--- src/rtl/bcd_digit_pkg.sv ---
package bcd_digit_pkg;

   localparam int SEG_W = 7;

   // active-high glyph, bit 0 = segment a .. bit 6 = segment g
   function automatic logic [SEG_W-1:0] glyph_of(input logic [3:0] v);
      logic [SEG_W-1:0] g;
      case (v)
         4'h0: g = 7'h3F;
         4'h1: g = 7'h06;
         4'h2: g = 7'h5B;
         4'h3: g = 7'h4F;
         4'h4: g = 7'h66;
         4'h5: g = 7'h6D;
         4'h6: g = 7'h7D;
         4'h7: g = 7'h07;
         4'h8: g = 7'h7F;
         4'h9: g = 7'h6F;
         4'hA: g = 7'h77;
         4'hB: g = 7'h7C;
         4'hC: g = 7'h39;
         4'hD: g = 7'h5E;
         4'hE: g = 7'h79;
         default: g = 7'h71;
      endcase
      return g;
   endfunction

endpackage

--- src/rtl/bcdx_full_add.sv ---
module bcdx_full_add (
   input  logic a_bit,
   input  logic b_bit,
   input  logic c_in,
   output logic s_bit,
   output logic c_out
);
   logic half_x;
   assign half_x = a_bit ^ b_bit;
   assign s_bit  = half_x ^ c_in;
   assign c_out  = (a_bit & b_bit) | (half_x & c_in);
endmodule

--- src/rtl/bcdx_ripple.sv ---
module bcdx_ripple #(
   parameter int WIDTH = 4
) (
   input  logic [WIDTH-1:0] a_val,
   input  logic [WIDTH-1:0] b_val,
   input  logic             c_in,
   output logic [WIDTH-1:0] sum_val,
   output logic             c_out
);
   logic [WIDTH:0] chain;

   if (WIDTH < 1) begin : g_bad_width
      $error("bcdx_ripple: WIDTH must be at least 1");
   end

   assign chain[0] = c_in;

   for (genvar i = 0; i < WIDTH; i++) begin : g_stage
      bcdx_full_add u_fa (
         .a_bit (a_val[i]),
         .b_bit (b_val[i]),
         .c_in  (chain[i]),
         .s_bit (sum_val[i]),
         .c_out (chain[i+1])
      );
   end

   assign c_out = chain[WIDTH];
endmodule

--- src/rtl/bcdx_dec_fix.sv ---
module bcdx_dec_fix #(
   parameter int DIGIT_W = 4
) (
   input  logic [DIGIT_W-1:0] raw_sum,
   input  logic               raw_carry,
   output logic               tens_out,
   output logic [DIGIT_W-1:0] ones_out
);
   localparam logic [DIGIT_W-1:0] ADJUST = DIGIT_W'(16 - 10);

   logic over_nine;
   logic [DIGIT_W-1:0] adjusted;

   if (DIGIT_W != 4) begin : g_bad_digit
      $error("bcdx_dec_fix: DIGIT_W must be 4");
   end

   // above nine when carry is set (16..31) or the low nibble is 10..15
   assign over_nine = raw_carry | (raw_sum[3] & (raw_sum[2] | raw_sum[1]));
   // adding six modulo 16 equals subtracting ten from the 5-bit total
   assign adjusted  = raw_sum + ADJUST;
   assign tens_out  = over_nine;
   assign ones_out  = over_nine ? adjusted : raw_sum;
endmodule

--- src/rtl/bcdx_seg7.sv ---
module bcdx_seg7
   import bcd_digit_pkg::*;
#(
   parameter bit ACTIVE_LOW = 1'b1
) (
   input  logic [3:0]       value,
   output logic [SEG_W-1:0] seg
);
   logic [SEG_W-1:0] lit;
   assign lit = glyph_of(value);

   if (ACTIVE_LOW) begin : g_low
      assign seg = ~lit;
   end else begin : g_high
      assign seg = lit;
   end
endmodule

--- src/rtl/bcd_digit_adder.sv ---
module bcd_digit_adder
   import bcd_digit_pkg::*;
#(
   parameter int DIGIT_W        = 4,
   parameter int DIGIT_MAX      = 9,
   parameter bit SEG_ACTIVE_LOW = 1'b1
) (
   input  logic [3:0] x_digit,
   input  logic [3:0] y_digit,
   input  logic       carry_in,
   output logic [3:0] bin_sum,
   output logic       bin_carry,
   output logic       bcd_tens,
   output logic [3:0] bcd_ones,
   output logic       digit_err,
   output logic [6:0] seg_x,
   output logic [6:0] seg_y,
   output logic [6:0] seg_tens,
   output logic [6:0] seg_ones
);
   localparam int TOTAL_W = DIGIT_W + 1;
   localparam logic [DIGIT_W-1:0] MAX_D = DIGIT_W'(DIGIT_MAX);

   if (DIGIT_W != 4) begin : g_bad_w
      $error("bcd_digit_adder: DIGIT_W must be 4");
   end
   if (DIGIT_MAX != 9) begin : g_bad_max
      $error("bcd_digit_adder: DIGIT_MAX must be 9");
   end

   bcdx_ripple #(.WIDTH(DIGIT_W)) u_add (
      .a_val   (x_digit),
      .b_val   (y_digit),
      .c_in    (carry_in),
      .sum_val (bin_sum),
      .c_out   (bin_carry)
   );

   bcdx_dec_fix #(.DIGIT_W(DIGIT_W)) u_fix (
      .raw_sum   (bin_sum),
      .raw_carry (bin_carry),
      .tens_out  (bcd_tens),
      .ones_out  (bcd_ones)
   );

   assign digit_err = (x_digit > MAX_D) | (y_digit > MAX_D);

   logic [3:0] tens_nib;
   assign tens_nib = {3'b000, bcd_tens};

   bcdx_seg7 #(.ACTIVE_LOW(SEG_ACTIVE_LOW)) u_seg_x (.value(x_digit),  .seg(seg_x));
   bcdx_seg7 #(.ACTIVE_LOW(SEG_ACTIVE_LOW)) u_seg_y (.value(y_digit),  .seg(seg_y));
   bcdx_seg7 #(.ACTIVE_LOW(SEG_ACTIVE_LOW)) u_seg_t (.value(tens_nib), .seg(seg_tens));
   bcdx_seg7 #(.ACTIVE_LOW(SEG_ACTIVE_LOW)) u_seg_o (.value(bcd_ones), .seg(seg_ones));

   // checks on settled combinational values
   logic [TOTAL_W-1:0] ref_total;
   logic [TOTAL_W-1:0] dec_total;
   assign ref_total = TOTAL_W'(x_digit) + TOTAL_W'(y_digit) + TOTAL_W'(carry_in);
   assign dec_total = (bcd_tens ? TOTAL_W'(10) : TOTAL_W'(0)) + TOTAL_W'(bcd_ones);

   always_comb begin

      binary_total_chk: assert ({bin_carry, bin_sum} == ref_total)
         else $error("binary total mismatch");

      digit_err_chk: assert (digit_err == ((x_digit >= 4'd10) || (y_digit >= 4'd10)))
         else $error("error flag mismatch");

      decimal_value_chk: assert (digit_err || (dec_total == ref_total && bcd_ones <= 4'd9))
         else $error("decimal result mismatch");

      tens_glyph_chk: assert (seg_tens == (SEG_ACTIVE_LOW ? ~glyph_of(4'd0) : glyph_of(4'd0))
                              || seg_tens == (SEG_ACTIVE_LOW ? ~glyph_of(4'd1) : glyph_of(4'd1)))
         else $error("tens display shows neither 0 nor 1");
   end
endmodule

--- config.mk ---
export PLATFORM = sky130hd
export DESIGN_NAME = bcd_digit_adder
export DESIGN_NICKNAME = d
export VERILOG_FILES = /design/src/rtl/bcd_digit_pkg.sv /design/src/rtl/bcdx_full_add.sv /design/src/rtl/bcdx_ripple.sv /design/src/rtl/bcdx_dec_fix.sv /design/src/rtl/bcdx_seg7.sv /design/src/rtl/bcd_digit_adder.sv
export SDC_FILE = /design/constraint.sdc
export NUM_CORES = 1
export LEC_CHECK = 0
export BUFFER_PORTS_ARGS = -buffer_cell sky130_fd_sc_hd__buf_2
export CAP_MARGIN = 20
export CORE_MARGIN = 2
export CORE_UTILIZATION = 30
export DETAILED_ROUTE_END_ITERATION = 10
export PLACE_DENSITY = 0.66
export SETUP_SLACK_MARGIN = 0.02
export SLEW_MARGIN = 25
export SYNTH_ARGS = -nofsm -noshare
export SYNTH_HDL_FRONTEND = slang
export SYNTH_SLANG_ARGS = --single-unit
--- constraint.sdc ---
create_clock -name vclk -period 5
set_clock_uncertainty 0.05 [all_clocks]
set_input_delay 0.25 -clock vclk [all_inputs]
set_output_delay 0.25 -clock vclk [all_outputs]
set_load 0.005 [all_outputs]
* After elaboration in Yosys (flattened, before gate mapping)
Memory sizes are Yosys's and may differ from the RTL's. Index checks and enable logic that the tools add are counted.
Storage, ports and cells: memory bits (read-only) 448, input bits 9, logic and storage cells 36, output and inout bits 39, register bits 0, memories 4
Memories:
- (no name shown) | words 16, bits a word 7, rd ports 1, clocked after memory_dff 0, write ports 0, line bcd_digit_pkg.sv:8 | case (v)
- (no name shown) | words 16, bits a word 7, rd ports 1, clocked after memory_dff 0, write ports 0, line bcd_digit_pkg.sv:8
- (no name shown) | words 16, bits a word 7, rd ports 1, clocked after memory_dff 0, write ports 0, line bcd_digit_pkg.sv:8
- (no name shown) | words 16, bits a word 7, rd ports 1, clocked after memory_dff 0, write ports 0, line bcd_digit_pkg.sv:8
Operators by class: bitwise operators 28, multiplexer cells 1, magnitude comparators 2, add/subtract/negate cells 1
Operators with widths (number):
- $not A7 Y7 | 4
- $and A1 B1 Y1 | 9
- $gt A4 B4 Y1 const B | 2
- $xor A1 B1 Y1 | 8
- $or A1 B1 Y1 | 7
- $add A4 B3 Y4 const B | 1
- $mux W4 | 1

* Longest topological paths before layout
Gate-level depths: netlist of run 1. An unclocked memory read counts as a cell.
depth after elaboration 13, depth in mapped cells 18, mapped depth without buffers 17

* Cells and area by module
From an unflattened synthesis of run 1, not the netlist that was laid out.
Second synthesis, totals: cells, all modules 145, area, all modules 1203.7 um^2
Modules (own cells, without submodules):
- bcdx_seg7 | cells each 31, times used 4, area each 252.7 um^2, seq. area each 0.0 um^2
- bcdx_dec_fix | cells each 13, times used 1, area each 95.1 um^2, seq. area each 0.0 um^2
- bcdx_full_add | cells each 1, times used 4, area each 20.0 um^2, seq. area each 0.0 um^2
- bcd_digit_adder | cells each 4, times used 1, area each 17.5 um^2, seq. area each 0.0 um^2

* Least setup slack after synthesis of run 1
Ideal clock, no wire load.
path kind input-to-output, start in x_digit[0], end out seg_ones[3], buffers on the path 1, arrival 3.451 ns, path slack 1.249 ns, required time 4.700 ns, stages 18, cells stage by stage inv_1 fa_1 fa_1 inv_1 fa_1 inv_1 fa_1 inv_1 ha_1 nor2b_4 xnor2_1 buf_2 inv_2 ha_1 inv_1 a211oi_1 a211oi_1 a31oi_1
Between the ends: word-level cells in the longest chain between the ends 13, elaborated cells on any way between the ends 21, classes of those cells add/sub (1); mux (1); bitwise (18); memory (1)
RTL lines:
- start, declared | line bcd_digit_adder.sv:8 | input logic [3:0] x_digit,
- $xor A1 B1 Y1 | line bcdx_full_add.sv:9 | assign half_x = a_bit ^ b_bit;
- $and A1 B1 Y1 | line bcdx_full_add.sv:11 | assign c_out = (a_bit & b_bit) | (half_x & c_in);
- $or A1 B1 Y1 * | line bcdx_full_add.sv:11
- $and A1 B1 Y1 * | line bcdx_full_add.sv:11
- $or A1 B1 Y1 * | line bcdx_full_add.sv:11
- $and A1 B1 Y1 * | line bcdx_full_add.sv:11
- $or A1 B1 Y1 * | line bcdx_full_add.sv:11
- $xor A1 B1 Y1 * | line bcdx_full_add.sv:10 | assign s_bit = half_x ^ c_in;
- named net u_add.g_stage[3].u_fa.s_bit | line bcdx_full_add.sv:5 | output logic s_bit,
- branches (longest 2 deep; another with $add A4 B3 Y4)
- $mux W4 * | line bcdx_dec_fix.sv:23 | assign ones_out = over_nine ? adjusted : raw_sum;
- $mem_v2 Z16 W7 *
- $not A7 Y7 * | line bcdx_seg7.sv:13 | assign seg = ~lit;
- end, declared | line bcd_digit_adder.sv:19 | output logic [6:0] seg_ones
Mark *: on every way through the listed nets, which the timed path passes.

* Final worst setup path of run 1
start in x_digit[0], end out seg_ones[3]
Between the ends: word-level cells in the longest chain between the ends 13, elaborated cells on any way between the ends 21, classes of those cells add/sub (1); mux (1); bitwise (18); memory (1)
RTL lines (line):
- branches (longest 10 deep; another with $add A4 B3 Y4)
- $mux W4 * | bcdx_dec_fix.sv:23
- $mem_v2 Z16 W7 *
- $not A7 Y7 * | bcdx_seg7.sv:13
Mark *: on every way between the ends.

==> results of run 1 <==
[area by class of cell]
| type | count | area (um2) | share of cell area [%] |
|---|---|---|---|
| inverters | 24 | 90.1 | 7.50 |
| well taps | 46 | 57.6 | 4.79 |
| repair buffers | 45 | 225 | 18.8 |
| multi-input cells | 105 | 828 | 69.0 |
[where the power goes]
part | internal [mW] | total, mW | switching [mW]
Sequential | 0 | 0 | 0
Clock | 0 | 0 | 0
Combinational | 0.131 | 0.291 | 0.160
Total | 0.131 | 0.291 | 0.160
[logic make-up (layout without fill, tap and decap cells)]
| logic type | after synthesis | count (layout) | synth area share [%] |
|---|---|---|---|
| buffers and inverters | 42 | 69 | 19.9 |
| and+or+nand+nor | 38 | 38 | 20.3 |
| AOI/OAI and AO/OA | 37 | 37 | 24.2 |
| adders and majority gates | 19 | 19 | 26.0 |
| muxes | 7 | 7 | 8.02 |
| other | 2 | 3 | 0.729 |
| xor gates and xnor gates | 1 | 1 | 0.851 |
[layout by cell type (no fill, tap or decap), types with 2 or more instances in the layout]
master,instances
a211oi_1,3
a21oi_1,10
a22o_1,2
a31oi_1,6
a32o_1,2
buf_2,45
conb_1,3
fa_1,4
ha_1,15
inv_1,18
inv_2,6
mux2i_1,6
nand2_1,10
nand3_1,3
nand3b_1,2
nor2_1,10
nor2b_1,4
nor3_1,2
nor4bb_1,2
o21ai_0,3
o21ai_1,5
o32ai_1,2
[routing by layer]
layer  share of wire, %  vias up  track usage [%]  routed length [um]
met5                  0        -                0                   0
met4                  0        0                0                   0
met3                4.2        0            0.541                  91
met2                 47       29             19.4                1010
met1                 49      436             14.2                1040
li1                   -      538                -                   -
[worst min-delay path: cells and delay by family]
kind / cells / cell delay (ns)
AOI/OAI and AO/OA: 1 / 0.15
buffers and inverters: 2 / 0.21
[how the worst min path moves through the flow]
stage	from	end	slack, ns	cells past startpoint
2_1_floorplan	y_digit[1]	seg_y[1]	0.60	1
3_3_place_gp	y_digit[1]	seg_y[1]	0.83	3
3_5_place_dp	y_digit[1]	seg_y[1]	0.82	3
4_1_cts	y_digit[1]	seg_y[1]	0.82	3
5_1_grt	y_digit[1]	seg_y[1]	0.86	3
6_report	y_digit[1]	seg_y[1]	0.82	3
==> results.cfg, run 1 <==
[setup_path]
max_stage_delay_ns = 0.65
worst_setup_path_start_kind = primary input
crit_type = primary input to output pin
crit_fanout = 11
cp_slowest_cell = xnor2_1
crit_arrival_ns = 4.11
worst_ep_required_time_ns = 4.70
critPathLaunch = x_digit[0]
crit_path_frequent_cell = inv_1
cp.depth = 19
cpLargestDelayFamily = adder cells
critPathCapture = seg_ones[3]
path_cells = buf_2, inv_1, fa_1, fa_1, inv_1, fa_1, inv_1, fa_1, inv_1, ha_1, nor2b_4, xnor2_1, inv_2, ha_1, inv_1, a211oi_1, a211oi_1, a31oi_1, buf_2
worst-path-buf-inv = 8
endpoint_kind = output pin

[clock_network]
cts_resized = 0
cts_hold_buf = 0
post_cts_buffers = 0

[finish]
nNetsFinal = 204
layout-drive-gt1-share_pct = 32.2
sequential_cell_total = 0
seqCellArea_um2 = 0
diodes = 0
n_clock_buffer = 0
final_util_pct = 36.3
final.fill_count = 383
design_area_um2 = 1200
fin_cells = 220
areaGrowthSynthToFinish_pct = 16.6

[place]
dp_cells = 220
place.gp.congestion = 0.830
dp_hpwl_um = 1810
port_buffers = 45
place_area_um2 = 1200
dp_slack_ns = 0.571

[grt]
grt_usage_pct = 10.5
gr-total-overflow = 0
grt_max_degree = 17
grt_pass1_wl_um = 3680
antenna_found_initial = 0
grt_pass1_vias = 893

[logic_synthesis]
yosysSeqAreaShare_pct = 0
yosysTopAreaCell = ha_1
synth.most_common_cell = inv_1
yosysTopAreaCellShare_pct = 18.2
synthCells = 146
netlist_area_um2 = 1030
synth_area_leaders = ha_1 (18%), buf_4 (8.7%), fa_1 (7.8%), inv_1 (6.6%), mux2i_1 (5.8%)
yosysUniqueCellTypes = 36
yosys_warnings = 0
synth_common_cells = inv_1 (18), ha_1 (15), buf_4 (12)
syn_avg_cell_area_um2 = 7.05

[power]
peakVddDrop_v = 0.0000587
leakage_nw = 0.641
power_density_nw_per_um2 = 242
report.power.total_uw = 291

[timing]
maxSlewHeadroom_pct = 45.5
slew_viol_final = 0
final-setup-viol-count = 0
setup_ws_ns = 0.592
fmax_ghz = 0.227
tns_ns = 0
fin_hold_ws_ns = 0.820
fin_crit_ns = 4.41
rsz0062_at_grt = no
worstMarginPinSlew_ns = 0.811
post-route-period-util_pct = 88.2
final_hold_viol_count = 0

[routing]
routed_via_density = 4.56
num_vias = 1003
final_antenna_net_count = 0
post-route-drc-count = 0
initialDrtViolationCount = 52
wl_per_cell_um = 9.76
routed_wl_um = 2150
dr.pass1.iters = 4

[run]
cap_violations = 0

[floorplanning]
fp.coreArea_um2 = 3310
dieArea_um2 = 3920
die_w_um = 62.6
start_util_pct = 31.1
ios = 48
die_h_um = 62.6
core.rowCount = 21

[worst_hold_path]
hold_path_class = primary input to output pin

[status]
outcome = completed
Note: power is estimated with default switching activity, not from simulation.
==> inputs of run 2 (changes only) <==
--- a/config.mk
+++ b/config.mk
@@ -7,10 +7,9 @@
 export LEC_CHECK = 0
 export BUFFER_PORTS_ARGS = -buffer_cell sky130_fd_sc_hd__buf_2
 export CAP_MARGIN = 20
-export CORE_MARGIN = 2
 export CORE_UTILIZATION = 30
 export DETAILED_ROUTE_END_ITERATION = 10
-export PLACE_DENSITY = 0.66
+export PLACE_DENSITY = 0.68
 export SETUP_SLACK_MARGIN = 0.02
 export SLEW_MARGIN = 25
 export SYNTH_ARGS = -nofsm -noshare
==> constraint.sdc (replaced) <==
create_clock -name vclk -period 3.8
set_clock_uncertainty 0.05 [all_clocks]
set_input_delay 0.19 -clock vclk [all_inputs]
set_output_delay 0.19 -clock vclk [all_outputs]
set_load 0.005 [all_outputs]
==> results.cfg, run 2 (synthesized netlist as in run 1, its figures left out) <==
[power]
p_clk_share_pct = 0
p_sw_share_pct = 53.6
leakage_nw = 0.669
pwr-share-seq_pct = 0
p_sw_uw = 218
intPower_uw = 189
peakVddDrop_v = 0.0000757
p_comb_share_pct = 100.0
power_density_nw_per_um2 = 325

[finish]
final_util_pct = 39.8
layout_common_cells = buf_2 (45), inv_1 (18), ha_1 (14)
n_clock_buffer = 0
diodes = 0
layout-drive-gt1-share_pct = 36.3
seqCellArea_um2 = 0
areaGrowthSynthToFinish_pct = 21.7
final_common_cell = buf_2
nNetsFinal = 209
design_area_um2 = 1250
fin_cells = 223
final.fill_count = 343
sequential_cell_total = 0

[clock_network]
cts_hold_buf = 0

[setup_path]
crit_type = primary input to output pin
worst_setup_path_start_kind = primary input
crit_arrival_ns = 3.31
worst_ep_required_time_ns = 3.56
crit_fanout = 4
endpoint_kind = output pin

[routing]
final_antenna_net_count = 0
num_vias = 1035
dr.pass1.iters = 4
routed_via_density = 4.64
post-route-drc-count = 0
initialDrtViolationCount = 63
wl_per_cell_um = 9.94
routed_wl_um = 2220

[timing]
tns_ns = 0
rsz0062_at_grt = no
setup_ws_ns = 0.249
slew_viol_final = 0
final_hold_viol_count = 0
final-setup-viol-count = 0
fin_crit_ns = 3.55
fmax_ghz = 0.282
post-route-period-util_pct = 93.5

[grt]
grt_pass1_vias = 840
grt_max_degree = 17
grt_usage_pct = 11.9
gr-total-overflow = 0
grt_pass1_wl_um = 3540
antenna_found_initial = 0

[floorplanning]
start_util_pct = 32.7
ios = 48
dieArea_um2 = 3670
die_w_um = 60.6
core.rowCount = 20
fp.coreArea_um2 = 3150
die_h_um = 60.6

[worst_hold_path]
hold_path_class = primary input to output pin

[place]
port_buffers = 45
dp_hpwl_um = 1840
place.gp.congestion = 0.747
dp_slack_ns = 0.0930
place_area_um2 = 1240
dp_cells = 223

[run]
cap_violations = 0

[status]
outcome = completed
## run 2: changes by cell type in the layout (fill, tap and decap cells not counted)
| cell | before | now |
|---|---|---|
| buf_4 | 0 | 5 |
| a211oi_1 | 3 | 2 |
| a211oi_2 | 0 | 1 |
| fa_1 | 4 | 3 |
| fa_2 | 0 | 1 |
| ha_1 | 15 | 14 |
| ha_2 | 0 | 1 |
| xnor2_1 | 1 | 0 |
| xnor2_2 | 0 | 1 |
## run 2: power by group through the flow
stage / sequential [mW] / combinational (mW) / clock, mW
2_1_floorplan: 0 / 0.285 / 0
3_3_place_gp: 0 / 0.398 / 0
3_5_place_dp: 0 / 0.399 / 0
4_1_cts: 0 / 0.401 / 0
5_1_grt: 0 / 0.462 / 0
6_report: 0 / 0.407 / 0
## run 2: layer usage
layer | GRT usage, % | vias up | wire (um)
li1 | - | 549 | -
met3 | 0 | 0 | 51
met2 | 21.5 | 21 | 1070
met4 | 0 | 0 | 0
met1 | 17.1 | 465 | 1100
met5 | 0 | - | 0
## run 2: final timing paths
| kind | from | to | slack, ns | cells past startpoint |
|---|---|---|---|---|
| min | y_digit[1] | seg_y[1] | 0.70 | 3 |
| max | x_digit[0] | seg_ones[3] | 0.25 | 19 |
## run 2: area by class of cell
type / count / area [um2] / share of cell area, %
Timing Repair Buffer: 50 / 263 / 21.0
Multi-Input combinational cell: 105 / 846 / 67.5
Inverter: 24 / 90.1 / 7.19
Tap cell: 44 / 55.1 / 4.39
## run 2: critical path, cell delays in order
cell and delay [ns]:
buf_2 0.09, inv_1 0.09, fa_2 0.40, fa_1 0.37
inv_1 0.08, fa_1 0.15, inv_1 0.05, fa_1 0.49
inv_1 0.06, ha_2 0.20, nor2b_4 0.14, xnor2_2 0.13
inv_2 0.06, ha_1 0.29, inv_1 0.07, a211oi_2 0.03
a211oi_1 0.23, a31oi_1 0.06, buf_2 0.13
## run 2: what timing repair did
action,in CTS,in global routing
endpoints found under the setup margin,0,2
buffers inserted,0,0
gates resized for setup,0,4
## run 2: metrics by stage
| stage | hold slack [ns] | power (mW) |
|---|---|---|
| after floorplan | 0.484 | 0.285 |
| after global placement | 0.696 | 0.398 |
| after detailed placement | 0.700 | 0.399 |
| after CTS | 0.702 | 0.401 |
| after global routing | 0.737 | 0.462 |
| final | 0.697 | 0.407 |
